File: src/rtl/ctxsave_pkg.sv
package ctxsave_pkg;

    typedef enum logic [2:0] {
        OP_ABORT      = 3'd0,
        OP_START      = 3'd1,
        OP_RESTART    = 3'd2,
        OP_SAVE       = 3'd3,
        OP_RESTART_IN = 3'd4
    } op_e;

    typedef enum logic [2:0] {
        SEG_RND    = 3'd0,
        SEG_STICKY = 3'd1,
        SEG_KEY    = 3'd2,
        SEG_RSA    = 3'd3,
        SEG_PAT    = 3'd4
    } seg_e;

    typedef enum logic [0:0] {
        ST_IDLE   = 1'b0,
        ST_STREAM = 1'b1
    } st_e;

    localparam logic [7:0] OFS_OP   = 8'h00;
    localparam logic [7:0] OFS_STAT = 8'h04;
    localparam logic [7:0] OFS_INT  = 8'h08;
    localparam logic [7:0] OFS_ERR  = 8'h0C;
    localparam logic [7:0] OFS_AUTO = 8'h10;

    localparam int DONE_BIT = 4;
    localparam int LOCK_BIT = 8;
    localparam int CNT_LSB  = 16;

endpackage

File: src/rtl/ctxsave_layout.sv
module ctxsave_layout
    import ctxsave_pkg::*;
#(
    parameter int KEY_SLOTS  = 16,
    parameter int RSA_BLKS   = 64,
    parameter int TOTAL_BLKS = 133,
    parameter int CNT_W      = 10
) (
    input  logic [CNT_W-1:0] blk_n,
    output seg_e             seg,
    output logic [CNT_W-1:0] seg_idx,
    output logic             is_last
);
    localparam int KEY_BLKS = KEY_SLOTS * 4;
    localparam logic [CNT_W-1:0] B_STK  = CNT_W'(1);
    localparam logic [CNT_W-1:0] B_KEY  = CNT_W'(3);
    localparam logic [CNT_W-1:0] B_RSA  = CNT_W'(3 + KEY_BLKS);
    localparam logic [CNT_W-1:0] B_FILL = CNT_W'(3 + KEY_BLKS + RSA_BLKS);
    localparam logic [CNT_W-1:0] B_PAT  = CNT_W'(TOTAL_BLKS - 1);

    always_comb begin
        seg     = SEG_PAT;
        seg_idx = '0;
        if (blk_n < B_STK) begin
            seg = SEG_RND;
        end else if (blk_n < B_KEY) begin
            seg     = SEG_STICKY;
            seg_idx = blk_n - B_STK;
        end else if (blk_n < B_RSA) begin
            seg     = SEG_KEY;
            seg_idx = blk_n - B_KEY;
        end else if (blk_n < B_FILL) begin
            seg     = SEG_RSA;
            seg_idx = blk_n - B_RSA;
        end else if (blk_n < B_PAT) begin
            seg     = SEG_RND;
            seg_idx = blk_n - B_FILL + CNT_W'(1);
        end
    end

    assign is_last = (blk_n == B_PAT);

endmodule

File: src/rtl/ctxsave_regs.sv
module ctxsave_regs
    import ctxsave_pkg::*;
#(
    parameter int ADDR_W = 5,
    parameter int CNT_W  = 10
) (
    input  logic             clk,
    input  logic             rst_n,
    input  logic             reg_we,
    input  logic [ADDR_W-1:0] reg_addr,
    input  logic [31:0]      reg_wdata,
    output logic [31:0]      reg_rdata,
    input  logic             busy,
    input  logic [CNT_W-1:0] cnt,
    input  logic             done_set,
    input  logic [2:0]       err_set,
    output logic             op_wr,
    output op_e              op_code,
    output logic             auto_en,
    output logic             auto_lock,
    output logic             done_flag
);
    logic [2:0] err_q;
    logic       wr_auto, wr_int;
    logic       unused_wbits;

    assign unused_wbits = ^{reg_wdata[31:9], reg_wdata[7:5], reg_wdata[3]};
    assign op_wr   = reg_we && (reg_addr == OFS_OP[ADDR_W-1:0]);
    assign wr_auto = reg_we && (reg_addr == OFS_AUTO[ADDR_W-1:0]);
    assign wr_int  = reg_we && (reg_addr == OFS_INT[ADDR_W-1:0]);
    assign op_code = op_e'(reg_wdata[2:0]);

    always_ff @(posedge clk or negedge rst_n) begin
        if (!rst_n) begin
            auto_en   <= 1'b0;
            auto_lock <= 1'b0;
            done_flag <= 1'b0;
            err_q     <= '0;
        end else begin
            if (wr_auto && !auto_lock) begin
                auto_en   <= reg_wdata[0];
                auto_lock <= reg_wdata[LOCK_BIT];
            end
            if (done_set)
                done_flag <= 1'b1;
            else if (wr_int && reg_wdata[DONE_BIT])
                done_flag <= 1'b0;
            err_q <= err_q | err_set;
        end
    end

    always_comb begin
        reg_rdata = '0;
        case (reg_addr)
            OFS_STAT[ADDR_W-1:0]: reg_rdata[1:0] = {1'b0, busy};
            OFS_INT[ADDR_W-1:0]:  reg_rdata[DONE_BIT] = done_flag;
            OFS_ERR[ADDR_W-1:0]:  reg_rdata[2:0] = err_q;
            OFS_AUTO[ADDR_W-1:0]: begin
                reg_rdata[0]                = auto_en;
                reg_rdata[LOCK_BIT]         = auto_lock;
                reg_rdata[CNT_LSB +: CNT_W] = cnt;
            end
            default: reg_rdata = '0;
        endcase
    end

endmodule

File: src/rtl/ctxsave_fsm.sv
module ctxsave_fsm
    import ctxsave_pkg::*;
#(
    parameter int CNT_W = 10
) (
    input  logic             clk,
    input  logic             rst_n,
    input  logic             op_wr,
    input  op_e              op_code,
    input  logic             auto_en,
    input  logic             is_last,
    input  logic             blk_ready,
    output logic             busy,
    output logic             blk_valid,
    output logic [CNT_W-1:0] cnt,
    output logic             done_set,
    output logic [2:0]       err_set
);
    st_e  state_q, state_d;
    logic save_cmd, abort_cmd, fire;

    assign save_cmd  = op_wr && (op_code == OP_SAVE);
    assign abort_cmd = op_wr && (op_code == OP_ABORT);
    assign blk_valid = (state_q == ST_STREAM) && !abort_cmd;
    assign fire      = blk_valid && blk_ready;

    always_ff @(posedge clk or negedge rst_n) begin
        if (!rst_n) state_q <= ST_IDLE;
        else        state_q <= state_d;
    end

    always_ff @(posedge clk or negedge rst_n) begin
        if (!rst_n)                  cnt <= '0;
        else if (fire && cnt != '1)  cnt <= cnt + CNT_W'(1);
    end

    always_comb begin
        state_d = state_q;
        unique case (state_q)
            ST_IDLE:   if (save_cmd && auto_en && cnt == '0) state_d = ST_STREAM;
            ST_STREAM: if (abort_cmd || (fire && is_last))    state_d = ST_IDLE;
        endcase
    end

    always_comb begin
        busy     = 1'b0;
        done_set = 1'b0;
        err_set  = '0;
        unique case (state_q)
            ST_IDLE: begin
                if (save_cmd) begin
                    err_set[0] = !auto_en;
                    err_set[1] = (cnt != '0);
                end
            end
            ST_STREAM: begin
                busy       = 1'b1;
                done_set   = fire && is_last;
                err_set[1] = save_cmd;
                err_set[2] = abort_cmd;
            end
        endcase
    end

endmodule

File: src/rtl/ctxsave_seq.sv
module ctxsave_seq
    import ctxsave_pkg::*;
#(
    parameter int              KEY_SLOTS  = 16,
    parameter int              RSA_BLKS   = 64,
    parameter int              TOTAL_BLKS = 133,
    parameter int              CNT_W      = 10,
    parameter int              ADDR_W     = 5,
    parameter int              BLK_W      = 128,
    parameter logic [BLK_W-1:0] KNOWN_PAT = {(BLK_W/32){32'h5AC3_3CA5}}
) (
    input  logic             clk,
    input  logic             rst_n,
    input  logic             reg_we,
    input  logic [ADDR_W-1:0] reg_addr,
    input  logic [31:0]      reg_wdata,
    output logic [31:0]      reg_rdata,
    output logic             blk_valid,
    input  logic             blk_ready,
    output logic [BLK_W-1:0] blk_data,
    output logic [CNT_W-1:0] blk_index,
    output logic [2:0]       src_sel,
    output logic [CNT_W-1:0] src_idx,
    input  logic [BLK_W-1:0] rnd_word,
    input  logic [BLK_W-1:0] sticky_word,
    input  logic [BLK_W-1:0] key_word,
    input  logic [BLK_W-1:0] rsa_word
);
    logic             busy_w, op_wr_w, auto_en_w, auto_lock_w, done_w;
    logic             done_set_w, is_last_w;
    logic [2:0]       err_set_w;
    logic [CNT_W-1:0] cnt_w;
    op_e              op_code_w;
    seg_e             seg_w;

    ctxsave_regs #(.ADDR_W(ADDR_W), .CNT_W(CNT_W)) regs_i (
        .clk(clk), .rst_n(rst_n), .reg_we(reg_we), .reg_addr(reg_addr),
        .reg_wdata(reg_wdata), .reg_rdata(reg_rdata), .busy(busy_w),
        .cnt(cnt_w), .done_set(done_set_w), .err_set(err_set_w),
        .op_wr(op_wr_w), .op_code(op_code_w), .auto_en(auto_en_w),
        .auto_lock(auto_lock_w), .done_flag(done_w)
    );

    ctxsave_fsm #(.CNT_W(CNT_W)) fsm_i (
        .clk(clk), .rst_n(rst_n), .op_wr(op_wr_w), .op_code(op_code_w),
        .auto_en(auto_en_w), .is_last(is_last_w), .blk_ready(blk_ready),
        .busy(busy_w), .blk_valid(blk_valid), .cnt(cnt_w),
        .done_set(done_set_w), .err_set(err_set_w)
    );

    ctxsave_layout #(
        .KEY_SLOTS(KEY_SLOTS), .RSA_BLKS(RSA_BLKS),
        .TOTAL_BLKS(TOTAL_BLKS), .CNT_W(CNT_W)
    ) layout_i (
        .blk_n(cnt_w), .seg(seg_w), .seg_idx(src_idx), .is_last(is_last_w)
    );

    assign blk_index = cnt_w;
    assign src_sel   = seg_w;

    always_comb begin
        unique case (seg_w)
            SEG_RND:    blk_data = rnd_word;
            SEG_STICKY: blk_data = sticky_word;
            SEG_KEY:    blk_data = key_word;
            SEG_RSA:    blk_data = rsa_word;
            default:    blk_data = KNOWN_PAT;
        endcase
    end

endmodule

File: config.mk
export PLATFORM = sky130hd
export DESIGN_NAME = ctxsave_seq
export DESIGN_NICKNAME = d
export VERILOG_FILES = /design/src/rtl/ctxsave_pkg.sv /design/src/rtl/ctxsave_layout.sv /design/src/rtl/ctxsave_regs.sv /design/src/rtl/ctxsave_fsm.sv /design/src/rtl/ctxsave_seq.sv
export SDC_FILE = /design/constraint.sdc
export NUM_CORES = 1
export LEC_CHECK = 0
export BUFFER_PORTS_ARGS = -buffer_cell sky130_fd_sc_hd__buf_2
export CORE_AREA = 2 2 283 285
export CTS_CLUSTER_DIAMETER = 60
export CTS_CLUSTER_SIZE = 20
export DETAILED_ROUTE_END_ITERATION = 8
export DIE_AREA = 0 0 285 287
export PLACE_DENSITY = 0.3
export SLEW_MARGIN = 20
export SYNTH_ARGS = -nofsm -noshare
export SYNTH_HDL_FRONTEND = slang
export SYNTH_HIERARCHICAL = 1
export SYNTH_SLANG_ARGS = --single-unit
File: constraint.sdc
create_clock -name clk -period 3 [get_ports clk]
set_input_delay 0.6 -clock clk [delete_from_list [all_inputs] [get_ports clk]]
set_output_delay 0.6 -clock clk [all_outputs]
set_load 0.02 [all_outputs]
==> results of run 1 <==
==> through the flow <==
| stage | setup TNS (ns) | hold WS, ns | util | power [mW] |
|---|---|---|---|---|
| after floorplan | -41.84 | 0.304 | - | 0.604 |
| after global placement | -34.19 | 0.453 | 0.146 | 1.11 |
| after detailed placement | -35.94 | 0.457 | 0.146 | 1.11 |
| after CTS | -64.83 | 0.303 | 0.172 | 1.53 |
| after global routing | -74.49 | 0.316 | 0.185 | 1.70 |
| final | -58.28 | 0.278 | 0.185 | 1.61 |
==> cells in the mapped netlist (8+ instances only) <==
cell type / n / share of area
mux2i_1: 257 / 0.45
a22oi_1: 64 / 0.085
o22ai_1: 64 / 0.070
buf_4: 22 / 0.029
buf_6: 22 / 0.044
buf_2: 17 / 0.015
dfrtp_1: 17 / 0.075
nand2_1: 16 / 0.011
nor2_1: 13 / 0.0086
and2_1: 11 / 0.012
clkbuf_1: 11 / 0.0073
nor3_1: 9 / 0.0079
o21ai_0: 9 / 0.0079
ha_1: 8 / 0.018
==> kinds of logic (layout without fill, tap and decap cells) <==
kind of cell               after synthesis  count (layout)
AOI/OAI and AO/OA                      160             160
adders and majority gates                8               8
muxes                                  262             262
xor gates and xnor gates                 8               8
other                                    1              29
and+or+nand+nor                        105             105
buffers and inverters                   88             871
DFF                                     17              17
==> critical path: stages, from the launching register on <==
cell and delay, ns:
dfrtp_2 0.40, or4_4 0.55, or4_4 0.45, nor3_4 0.18, nor2_4 0.05, or2_4 0.31
buf_12 0.17, buf_4 0.17, o22ai_1 0.18, buf_4 0.17
==> worst min-delay path by stage <==
stage | to | slack, ns | cells past startpoint
after floorplan | fsm_i/cnt[0]$_DFFE_PN0P_ | 0.30 | 0
after global placement | regs_i/err_q[1]$_DFF_PN0_ | 0.45 | 1
after detailed placement | regs_i/err_q[1]$_DFF_PN0_ | 0.46 | 1
after CTS | regs_i/auto_lock$_DFFE_PN0P_ | 0.30 | 1
after global routing | fsm_i/cnt[0]$_DFFE_PN0P_ | 0.32 | 1
final | regs_i/auto_lock$_DFFE_PN0P_ | 0.28 | 1
==> repair_timing <==
action | in CTS | in global routing
pin swaps | 40 | 56
setup buffers | 22 | 11
hold endpoints to repair | 0 | 0
gates cloned | 16 | 3
gates resized for setup | 352 | 200
endpoints found under the setup margin | 131 | 137
==> where the power goes <==
| group | switching, mW | leakage, nW | internal, mW | total (mW) |
|---|---|---|---|---|
| Clock | 0.0974 | 0.0410 | 0.179 | 0.276 |
| Combinational | 0.518 | 5.81 | 0.577 | 1.09 |
| Sequential | 0.00669 | 0.216 | 0.237 | 0.243 |
| Total | 0.622 | 6.07 | 0.992 | 1.61 |
==> per-layer routing <==
metal,track usage,wire (µm)
met4,0.0348,815
met2,0.195,25700
met1,0.135,19800
met5,0,34
met3,0.0171,2750
==> state kept, by name (all words and copies together), names as in the netlist <==
register and count:
fsm_i/cnt 10, regs_i/auto_lock 1, regs_i/done_flag 1, regs_i/auto_en 1, fsm_i/state_q 1, regs_i/err_q 3
==> area by class of cell <==
class	instances	area, µm²
well taps	1050	1310
fillers	8876	64100
repair buffers	860	6450
multi-input cells	560	6220
diodes	12	30.0
clock buffers	3	75.1
clock inverters	1	5.00
inverters	7	26.3
flip-flops and latches	17	433
==> flow_summary.ini, run 1 <==
[worst_setup_path]
rr_worst_depth = 5
rr_endpoint = fsm_i/state_q$_DFF_PN0_
worst-setup-path-type = flip-flop to output pin
critPathLaunchType = flip-flop
endpoint = blk_data[14]
cp-startpoint = fsm_i/cnt[9]$_DFFE_PN0P_
crit_path_end_kind = output pin
r2r-start = fsm_i/cnt[9]$_DFFE_PN0P_
crit_required_ns = 2.40
rrSetupSlack_ns = 1.14
arrival_ns = 2.93
cp_max_fo = 7

[floorplanning]
die_area_um2 = 81800
die_h_um = 287
start_util = 0.0723
rows = 103
num_io_pins = 737
core_area_um2 = 78600
die_w_um = 285

[synthesis]
seq_area_frac_synth = 0.0748
synth_xor_area_frac = 0.0123
ys_ff_latch = 17
synthArstFlopShare = 1.00
synth_top_family_by_area = multiplexers
synth_fa_ha_area_frac = 0.0176
synthMuxAreaShare = 0.463
syn_area_um2 = 5690
syn_inst = 649
synth_edf_count = 0
synth_warnings = 6
yosys.area_share.simple = 0.119
synth_cell_types = 63
synth.avg_cell_area_um2 = 8.76
synth-compound-area-share = 0.193
synth_ff_type = dfrtp_1

[routing]
postRouteAntennaNets = 0
postRouteWirelength_mm = 49.1
vias = 8773
drc = 0
drt_pre_antenna_iters = 5
vias_per_cell = 3.50
wl_per_cell_um = 19.6
drt_iter0_drc = 335

[sta]
layout_setup_ws_ns = -0.525
min_period_ns = 3.53
setup_violations = 128
grt_setup_unrepaired = true
hold_viol = 0
finalCritPeriodShare = 1.18
drv_slew = 0
skew_ns = 0.000752
max_freq_mhz = 284

[clock_tree]
clkTransAtPathRegs_ns = 0.06
hold_buffers = 0
cts.path.max_buffers = 2
cts_max_level = 1
numCtsBuffers = 3
cts_root_buffer = clkbuf_16
cts.sinks = 17
cts_tree = built
clk-insertion-delay-late_ns = 0.25

[global_routing]
grt-ovfl-total = 0
grt_pass1_vias = 9126
antenna_found_initial = 22
grt_usage = 0.110
grt_pass1_wl_mm = 66.4
grt_max_degree = 18

[hold_path]
hp-class = input pin to asynchronous set/reset pin

[cells_and_area]
mostFrequentLayoutCell = buf_2
final_cell_mix = buf_2 (561), mux2i_1 (150), buf_4 (114), buf_6 (112), a22oi_2 (64)
fin_cells = 2510
syn_to_final_growth_pct = 156
final_area_um2 = 14500
drive_above_1_share = 0.766
fin_nets = 2010

[placed_design]
io_buffer_count = 692
place_ws_ns = -0.373
hpwlAfterDp_mm = 40.2
postPlaceCellArea_um2 = 11500
dpl.cell_count = 2454
place.gp.congestion = 0.941

[flow_run]
maxCapViolCount = 0

[power]
powerDensity_nw_per_um2 = 111
leakage_nw = 6.07
max-vdd-ir-drop_uv = 186

[outcome]
violations = negative setup slack
status = finished with violations
(Power assumes the default switching activity.)
==> inputs of run 2 (changes only) <==
--- a/config.mk
+++ b/config.mk
@@ -6,5 +6,5 @@
 export NUM_CORES = 1
 export LEC_CHECK = 0
-export BUFFER_PORTS_ARGS = -buffer_cell sky130_fd_sc_hd__buf_2
+export BUFFER_PORTS_ARGS = -buffer_cell sky130_fd_sc_hd__buf_4
 export CORE_AREA = 2 2 283 285
 export CTS_CLUSTER_DIAMETER = 60
==> constraint.sdc (replaced) <==
create_clock -name clk -period 3 [get_ports clk]
set_input_delay 0.75 -clock clk [delete_from_list [all_inputs] [get_ports clk]]
set_output_delay 0.75 -clock clk [all_outputs]
set_load 0.02 [all_outputs]
==> flow_summary.ini, run 2 (synthesis results as in run 1) <==
[floorplanning]
rows = 103
start_util = 0.0723
die_w_um = 285
core_area_um2 = 78600
die_h_um = 287
num_io_pins = 737
die_area_um2 = 81800

[power]
sequentialPowerShare = 0.142
leakage_nw = 6.41
p_switching_mw = 0.581
pwr-share-clk = 0.163
p_sw_frac = 0.340
p_int_mw = 1.13
p_comb_frac = 0.694
max-vdd-ir-drop_uv = 209
powerDensity_nw_per_um2 = 113

[placed_design]
dpl.cell_count = 2455
hpwlAfterDp_mm = 42.7
place.gp.congestion = 0.884
io_buffer_count = 692

[hold_path]
hp-class = input pin to asynchronous set/reset pin

[global_routing]
antenna_found_initial = 11
grt_pass1_wl_mm = 68.3
grt_max_degree = 29
grt-ovfl-total = 0
grt_usage = 0.113
grt_pass1_vias = 8969

[cells_and_area]
fin_cells = 2523
fin_nets = 2025
nFillCells = 8822
syn_to_final_growth_pct = 167
regMostFlops = fsm_i/cnt
top_regs = fsm_i/cnt x10, regs_i/err_q x3
largest_register_ff_count = 10
mostFrequentLayoutCell = buf_4
drive_above_1_share = 0.733
final_cell_mix = buf_4 (744), mux2i_1 (191), buf_6 (71), a22oi_2 (64), o22ai_1 (52)

[clock_tree]
numCtsBuffers = 3
cts_tree = built
cts_root_buffer = clkbuf_16
cts_max_level = 1
hold_buffers = 0
clkTransAtPathRegs_ns = 0.06
cts.sinks = 17
clk-insertion-delay-late_ns = 0.25
cts.path.max_buffers = 2

[routing]
drt_iter0_drc = 274
drt_pre_antenna_iters = 6
vias_per_cell = 3.46
vias = 8735
wl_per_cell_um = 20.3
postRouteAntennaNets = 0
drc = 0
postRouteWirelength_mm = 51.2

[sta]
hold_viol = 0
grt_setup_unrepaired = true
skew_ns = 0.00134
finalCritPeriodShare = 1.24
layout_setup_ws_ns = -0.707
max_slew_margin = 0.619
tightest_slew_ns = 0.570
min_period_ns = 3.71
max_freq_mhz = 270
setup_violations = 136
tns_ns = -82.71
drv_slew = 0

[outcome]
status = finished with violations
violations = negative setup slack

[worst_setup_path]
crit_required_ns = 2.25
critPathLaunchType = flip-flop
worst-setup-path-type = flip-flop to output pin
arrival_ns = 2.96
cp_max_fo = 12
rr_worst_depth = 6
crit_path_end_kind = output pin

[flow_run]
maxCapViolCount = 0
-- run 2: critical path: stages, from the launching register on --
cell	delay, ns
dfrtp_2	0.42
nor4_4	0.35
a21boi_2	0.11
or3_4	0.41
a211oi_4	0.28
buf_4	0.17
buf_12	0.15
buf_12	0.12
buf_16	0.14
mux2i_1	0.26
o22ai_1	0.11
buf_4	0.16
-- run 2: final timing paths --
path | to | slack [ns] | startpoint
setup / recovery | blk_data[93] | -0.71 | fsm_i/cnt[6]$_DFFE_PN0P_
hold / removal | regs_i/auto_lock$_DFFE_PN0P_ | 0.36 | rst_n
setup reg to reg | fsm_i/state_q$_DFF_PN0_ | 0.99 | fsm_i/cnt[9]$_DFFE_PN0P_
hold reg to reg | regs_i/err_q[0]$_DFF_PN0_ | 0.46 | regs_i/err_q[0]$_DFF_PN0_
max in group asynchronous | fsm_i/cnt[9]$_DFFE_PN0P_ | 2.41 | rst_n
min in group clk | regs_i/err_q[0]$_DFF_PN0_ | 0.46 | regs_i/err_q[0]$_DFF_PN0_
-- run 2: power by group through the flow --
| stage | registers (mW) | clock network, mW | logic [mW] |
|---|---|---|---|
| floorplan | 0.245 | 0 | 0.358 |
| global placement | 0.248 | 0 | 1.11 |
| detailed placement | 0.248 | 0 | 1.12 |
| CTS | 0.244 | 0.289 | 1.16 |
| global route | 0.245 | 0.303 | 1.26 |
| finish | 0.244 | 0.279 | 1.19 |
-- run 2: per-layer routing --
metal / wire length [µm] / global-route usage / share of wire
met1: 20300 / 0.135 / 0.40
met2: 27100 / 0.208 / 0.53
met3: 2940 / 0.0214 / 0.057
met4: 876 / 0.0268 / 0.017
met5: 13 / 0 / 0.00025
-- run 2: final cells by class --
type                            count  area (µm²)  area share
Inverter                            7        28.8     0.00189
Sequential cell                    17         433      0.0285
Clock buffer                        3        75.1     0.00494
Tap cell                         1050        1310      0.0864
Multi-Input combinational cell    561        5650       0.372
Clock inverter                      1        5.00    0.000329
Antenna cell                       10        25.0     0.00165
Timing Repair Buffer              874        7670       0.505
-- run 2: per-stage QoR --
stage                     power, mW  area, µm²  worst slack (ns)  utilization  hold WS (ns)
after floorplan               0.604       6260            -0.563            -         0.437
after global placement         1.36      13300            -0.590        0.169         0.450
after detailed placement       1.37      13300            -0.594        0.169         0.450
after CTS                      1.69      14200            -0.734        0.180         0.374
after global routing           1.81      15200            -0.842        0.193         0.376
final                          1.71      15200            -0.707        0.193         0.363
-- run 2: timing repair --
| action | in CTS | in global routing |
|---|---|---|
| setup endpoints to repair | 134 | 141 |
| pin swaps | 11 | 9 |
| gates cloned | 6 | 9 |
| gates resized for setup | 104 | 128 |
| buffers inserted | 20 | 23 |
